`src/rtl/fu_pkg.sv`:
```
package fu_pkg;

    // Branch policy selected at reset
    typedef enum logic {
        POL_SQUASH = 1'b0,
        POL_DELAY  = 1'b1
    } policy_e;

endpackage

```
`src/rtl/fu_target.sv`:
```
// Branch target adder: base + (sign-extended word offset << 2)
module fu_target #(
    parameter int AW = 32,
    parameter int OW = 16
) (
    input  logic [AW-1:0] base_i,
    input  logic [OW-1:0] offset_i,
    output logic [AW-1:0] target_o
);
    localparam int EXT_W = AW - OW - 2;

    logic [AW-1:0] byte_off;

    generate
        if (EXT_W > 0) begin : g_ext
            assign byte_off = {{EXT_W{offset_i[OW-1]}}, offset_i, 2'b00};
        end else begin : g_trunc
            logic [OW+1:0] wide_off;
            assign wide_off = {offset_i, 2'b00};
            assign byte_off = wide_off[AW-1:0];
        end
    endgenerate

    assign target_o = base_i + byte_off;
endmodule

```
`src/rtl/fu_seq_inc.sv`:
```
// Sequential address incrementer
module fu_seq_inc #(
    parameter int AW       = 32,
    parameter int STEP_B   = 4
) (
    input  logic [AW-1:0] addr_i,
    output logic [AW-1:0] next_o
);
    localparam logic [AW-1:0] STEP = AW'(STEP_B);

    assign next_o = addr_i + STEP;
endmodule

```
`src/rtl/fu_redirect_ctl.sv`:
```
// Decides whether a branch in decode is accepted and whether the
// wrong-path word must be squashed.
module fu_redirect_ctl
    import fu_pkg::*;
(
    input  logic    stall_i,
    input  logic    br_taken_i,
    input  logic    dec_valid_i,
    input  policy_e policy_i,
    output logic    take_o,
    output logic    squash_o
);
    always_comb begin
        take_o   = br_taken_i && dec_valid_i && !stall_i;
        squash_o = take_o && (policy_i == POL_SQUASH);
    end
endmodule

```
`src/rtl/fu_fetch_unit.sv`:
```
module fu_fetch_unit
    import fu_pkg::*;
#(
    parameter int AW      = 32,
    parameter int IW      = 32,
    parameter int OW      = 16,
    parameter int STEP_B  = 4
) (
    input  logic          clk,
    input  logic          rst,
    input  logic          mode_i,
    input  logic          stall_i,
    input  logic          br_taken_i,
    input  logic [OW-1:0] br_offset_i,
    input  logic [IW-1:0] instr_i,
    output logic [AW-1:0] fetch_addr_o,
    output logic [IW-1:0] ifid_instr_o,
    output logic [AW-1:0] ifid_pc4_o,
    output logic          ifid_valid_o
);
    typedef struct packed {
        logic [AW-1:0] pc;
        logic          valid;
        logic [IW-1:0] instr;
        logic [AW-1:0] pc4;
        policy_e       pol;
    } fetch_state_t;

    fetch_state_t st_d, st_q;

    logic [AW-1:0] seq_pc;
    logic [AW-1:0] tgt_pc;
    logic          take;
    logic          squash;
    policy_e       policy_q;

    assign policy_q = st_q.pol;

    fu_seq_inc #(.AW(AW), .STEP_B(STEP_B)) u_inc (
        .addr_i (st_q.pc),
        .next_o (seq_pc)
    );

    fu_target #(.AW(AW), .OW(OW)) u_tgt (
        .base_i   (st_q.pc4),
        .offset_i (br_offset_i),
        .target_o (tgt_pc)
    );

    fu_redirect_ctl u_ctl (
        .stall_i     (stall_i),
        .br_taken_i  (br_taken_i),
        .dec_valid_i (st_q.valid),
        .policy_i    (st_q.pol),
        .take_o      (take),
        .squash_o    (squash)
    );

    always_comb begin
        st_d = st_q;
        if (rst) begin
            st_d.pc    = '0;
            st_d.valid = 1'b0;
            st_d.instr = '0;
            st_d.pc4   = '0;
            st_d.pol   = policy_e'(mode_i);
        end else if (!stall_i) begin
            st_d.pc = take ? tgt_pc : seq_pc;
            if (squash) begin
                st_d.valid = 1'b0;
                st_d.instr = '0;
                st_d.pc4   = seq_pc;
            end else begin
                st_d.valid = 1'b1;
                st_d.instr = instr_i;
                st_d.pc4   = seq_pc;
            end
        end
    end

    always_ff @(posedge clk) begin
        st_q <= st_d;
    end

    assign fetch_addr_o = st_q.pc;
    assign ifid_instr_o = st_q.instr;
    assign ifid_pc4_o   = st_q.pc4;
    assign ifid_valid_o = st_q.valid;
endmodule

```
`config.mk`:
```
export PLATFORM = sky130hd
export DESIGN_NAME = fu_fetch_unit
export DESIGN_NICKNAME = d
export VERILOG_FILES = /design/src/rtl/fu_pkg.sv /design/src/rtl/fu_target.sv /design/src/rtl/fu_seq_inc.sv /design/src/rtl/fu_redirect_ctl.sv /design/src/rtl/fu_fetch_unit.sv
export SDC_FILE = /design/constraint.sdc
export NUM_CORES = 1
export LEC_CHECK = 0
export ABC_AREA = 1
export BUFFER_PORTS_ARGS = -buffer_cell sky130_fd_sc_hd__clkbuf_2
export CAP_MARGIN = 30
export CORE_MARGIN = 8
export CORE_UTILIZATION = 40
export DETAILED_ROUTE_END_ITERATION = 6
export HOLD_SLACK_MARGIN = 0.05
export PLACE_DENSITY_LB_ADDON = 0.08
export SYNTH_ARGS = -nofsm -noshare
export SYNTH_HDL_FRONTEND = slang
export SYNTH_HIERARCHICAL = 1
export SYNTH_SLANG_ARGS = --single-unit
```
`constraint.sdc`:
```
create_clock -name clk -period 6.7 [get_ports clk]
set_input_delay 1.675 -clock clk [delete_from_list [all_inputs] [get_ports clk]]
set_output_delay 1.675 -clock clk [all_outputs]
set_load 0.02 [all_outputs]
```
## Yosys cells after proc, flatten, opt, wreduce, memory -nomap -nowiden

Index checks and enable logic that the tools add are counted.

- Flip-flop bits (word level): 98
- Latch bits: 0
- RAM bits: 0
- ROM bits: 0
- Input port bits: 53
- Output and inout bits: 97
- Word-level logic and storage cells: 14
- Memories: 0

- Add/sub/neg operators: 2
- $mul: 0
- Divide/modulo/power cells: 0
- Order comparisons: 0
- Eq/ne operators: 0
- Shifts and indexed selects: 0
- Muxes and demuxes: 2
- Bitwise gates (word level): 1
- Reduce and logical (&&, ||, !) cells: 4

Operators by type and width:

| kind | count |
|---|---|
| two-way mux 65 bit | 1 |
| adder 32 x 3 -> 32 bit, second input constant | 1 |
| adder 32 bit | 1 |
| two-way mux 32 bit | 1 |
| logical AND 1 bit | 3 |
| zero test 1 bit | 1 |
| NOT 1 bit | 1 |

## Longest topological paths before layout

- Depth after elaboration: 4
- Gate-level depth with buffers: 16
- Mapped depth without buffers: 16

## Hierarchy

The synthesis kept the hierarchy.

By module, submodules not included:

| module | instances | cells an instance | area each (um^2) | seq. area each (um^2) |
|---|---|---|---|---|
| fu_fetch_unit | 1 | 556 | 3961.3 | 1971.9 |
| fu_target | 1 | 448 | 2306.0 | 0.0 |
| fu_seq_inc | 1 | 177 | 909.6 | 0.0 |
| fu_redirect_ctl | 1 | 3 | 17.5 | 0.0 |

## Least setup slack after synthesis

OpenSTA, ideal clock, no wires.

- Path type: input -> register
- Start: input br_offset_i[0]
- End: register st_q, in the netlist fetch_addr_o[16]
- Setup time: 0.117 ns
- Data arrival time: 3.137 ns
- Data required time: 6.583 ns
- Setup slack: 3.446 ns
- Stages: 15
- Path buffers: 0
- Path through: ha_1 inv_1 fa_1 inv_1 nand3_1 nand3_1 nand2_1 a21oi_1 nor2_1 nand2_1 nand2_1 nand2_1 nand2_1 nor2_1 nor2_1

- Cells in the longest elaborated chain, start to end: 2

RTL lines:

| element | RTL line | text |
|---|---|---|
| start, declared | fu_fetch_unit.sv:14 | `input logic [OW-1:0] br_offset_i,` |
| adder 32 bit | fu_target.sv:24 | `assign target_o = base_i + byte_off;` |
| via tgt_pc[16] | fu_fetch_unit.sv:32 | `logic [AW-1:0] tgt_pc;` |
| two-way mux 32 bit | fu_fetch_unit.sv:68 | `st_d.pc = take ? tgt_pc : seq_pc;` |
| end signal, assigned | fu_fetch_unit.sv:82 | `st_q <= st_d;` |
| end, declared | fu_fetch_unit.sv:29 | `fetch_state_t st_d, st_q;` |

The timed path passes the listed nets, and every way through them passes these cells.
A chain may end at the register's enable or synchronous reset.

## Worst setup path in the final report

- Start: input br_offset_i[15]
- End: register st_q, in the netlist fetch_addr_o[29]

Same word-level chain as after synthesis.

==> impl_results.md <==
* Outcome: finished clean
* Slew @ Worst Pin at about 940 ps
* Slew HR at 0.3705
* Number of buffers added on ports at about 150
* Most used DFF post-synth: dfxtp_1
* Remaining antenna violation count after routing at 0
* Worst hold slack at 464.9 ps
* Clk pwr share at 0.330
* Ratio of cells with drive above 1 in the final layout at 0.1982
* Leading area contributor after synthesis: dfxtp_1
* DIE AREA at 0.02253 mm^2
* Antenna violations before repair at 0
* CTS root buffer: clkbuf_16
* Period minus WS final at 3342 ps
* Die extent in y at ~150 um
* Initial DRC count at 325
* Critical path data required time at roughly 7000 ps
* Die X at 150.1 um
* Area delta synth->final at 15.93%
* Net Sw Frac at 0.3409
* Post-CTS setup buffers at 0
* Hold Path Class: reg2reg
* Crit Path Max Fanout at 15
* Setup crit start kind: primary input
* Total GRT Usage at 0.1944
* Initial cell density of the core at 0.4046
* Clock Sinks at 98
* Async SR Flop Fraction at 0
* H-tree Lvls at 3
* CTS Buffer Depth at 2
* LEAKAGE at 0.004460 uW
* Int Pwr at 1080 uW
* Total net switching power at around 560 uW
* Cells after synthesis at 1184
* DR vias/cell at 4.681
* Post-synthesis net count at ~1300
* Slew Limit Fails at 0
* IO Count at 150
* Pwr Density at 196.5 mW/mm^2
* Final setup fails at 0
* Nets at about 1400
* Seq. cell area at 0.001972 mm^2
* # fillers at roughly 2000
* DR DRC count at 0
* Largest net degree at the start of global routing at 75
* Final instance area at 0.008341 mm^2
* Fin. Hold Viols at 0
* Sequential fraction of the synthesis area at 0.2741
* Synth top area cells: dfxtp_1 27%, nand2_1 20%, nor2_1 12%
* Unique masters post-synth at 35
* Global-route wire length before repair at about 35000 um
* Register bit count reported by yosys at roughly 100
* Drt total wl at approximately 22000 um
* TritonCTS buffer count at 9
* Crit Path Class: in2reg
* ANT cells at 0
* Max-cap violations at 0
* Clk_skew at about 7.3 ps
* Post-CTS Hold Fix Bufs at 0
* Remaining global-route overflow at 0
* Peak Freq at between 200 and 300 MHz
* RSZ-0062 raised after global routing: false
* Vias in the first global route at roughly 7000
* Worst-Skew Late Latency at 340 ps
* DR WL/cell at approximately 14 um
* Core area at ~0.018 mm^2
* Fin crit share at 0.4989
* CP Data Arrival Time at about 3600 ps
* CTS clk-pin slew, worst paths at approximately 70 ps
* Synthesis Warnings at 6
* Seq pwr share at 0.406
* Drt first pass iters at 5
* Critical Path End Type: flip-flop
* Combinational share of power at 0.264
* Post-synth top area share at 0.2699
* DP Area at roughly 0.008 mm^2
* Post-CTS sizing at 0
* DR vias at around 7000
* Mean Syn Cell Area at just over 6 um^2
* Peak supply drop at ~0.12 mV
* Gpl congestion at between 0.8 and 0.9
* Final setup TNS at 0 ps
* Hpwl dp at roughly 17000 um
* Post-synth EDFFs at 1
* Num rows at between 40 and 50
* Mapped cell area at just over 0.007 mm^2
* Area occupied by multi-input gates at ~0.0044 mm^2
* CTS tree: yes
-- critical path, stage by stage --
cell	delay [ps]
clkbuf_2	250
ha_1	430
nand2_1	160
inv_1	50
a21oi_1	180
nand2_1	130
a21oi_1	180
nand2_1	70
nand2_1	50
nand2_1	100
nand2_1	90
nand2_1	50
nor2_1	110
nor2_1	40
-- worst paths after layout --
kind / to / start / depth (start not counted) / slack (ps)
setup / recovery: fetch_addr_o[29] / br_offset_i[15] / 14 / 3360
hold / removal: ifid_instr_o[15] / ifid_instr_o[15] / 2 / 460
setup reg to reg: fetch_addr_o[30] / ifid_pc4_o[2] / 15 / 4390
hold reg to reg: ifid_instr_o[15] / ifid_instr_o[15] / 2 / 460
-- cells in the mapped netlist, types with 4 or more instances --
| library cell | n |
|---|---|
| nor3_2 | 4 |
| nor2_2 | 8 |
| xnor2_1 | 7 |
| inv_1 | 136 |
| o21ai_1 | 5 |
| nand4_1 | 5 |
| buf_6 | 7 |
| dfxtp_1 | 97 |
| inv_2 | 10 |
| nand3b_1 | 7 |
| a21oi_1 | 41 |
| nand2_2 | 32 |
| nor2_4 | 9 |
| xor2_1 | 22 |
| nor2_1 | 225 |
| nand3_2 | 6 |
| buf_4 | 4 |
| o21ai_0 | 61 |
| buf_2 | 18 |
| nand3_1 | 30 |
| a21oi_2 | 11 |
| clkbuf_1 | 12 |
| nand2_1 | 378 |
| o21bai_1 | 4 |
| ha_1 | 30 |
-- cells by family after synthesis --
kind of cell / count (synthesis) / synth area share
xor gates and xnor gates: 30 / 0.03757
adders and majority gates: 31 / 0.05496
and+or+nand+nor: 712 / 0.4247
buffers and inverters: 188 / 0.1108
DFF: 98 / 0.2741
AOI/OAI and AO/OA: 125 / 0.09791
-- per-stage QoR --
stage                     total power [uW]  utilization  cells  worst slack (ps)
after floorplan                      973.7            -   1184              3446
after global placement                1112       0.4511   1525              3028
after detailed placement              1110       0.4511   1525              3000
after CTS                             1657       0.4691   1541              3365
after global routing                  1733       0.4691   1541              3107
final                                 1639       0.4691   1541              3358
-- power groups by stage --
stage	Sequential [uW]	Combinational, uW	Clock [uW]
finish	665	433	541
global route	671	486	576
CTS	665	435	558
detailed placement	678	433	0
global placement	678	434	0
floorplan	709	264	0
-- state kept, by name, indices dropped and copies added (netlist names) --
| register | count |
|---|---|
| fetch_addr_o | 32 |
| ifid_instr_o | 32 |
| ifid_pc4_o | 32 |
| ifid_valid_o | 1 |
| policy_q | 1 |
-- layer usage --
layer / vias up / wire [um] / share of wire / global-route usage
met5: - / 0 / 0 / 0
li1: 3853 / - / - / -
met4: 0 / 489 / 0.022 / 0.06447
met2: 197 / 8883 / 0.41 / 0.2883
met1: 3136 / 10780 / 0.50 / 0.2652
met3: 27 / 1618 / 0.074 / 0.05561
-- layout by cell type, fill, tap and decap left out, drive strengths merged --
master and instances:
a21o 1, a21oi 53, and2 2, buf 4
clkbuf 163, clkinv 1, clkinvlp 2, dfxtp 97
edfxtp 1, fa 1, ha 30, inv 146
nand2 413, nand3 36, nand3b 7, nand4 5
nor2 245, nor3 4, o21ai 66, o21bai 5
xnor2 7, xor2 23
-- area by class of cell --
class | instances | area share
Clock buffer | 14 | 0.03660
Clock inverter | 2 | 0.001800
Inverter | 147 | 0.06631
Multi-Input combinational cell | 898 | 0.5315
Sequential cell | 98 | 0.2364
Tap cell | 229 | 0.03435
Timing Repair Buffer | 153 | 0.09301
Note: power is estimated with default switching activity, not from simulation.
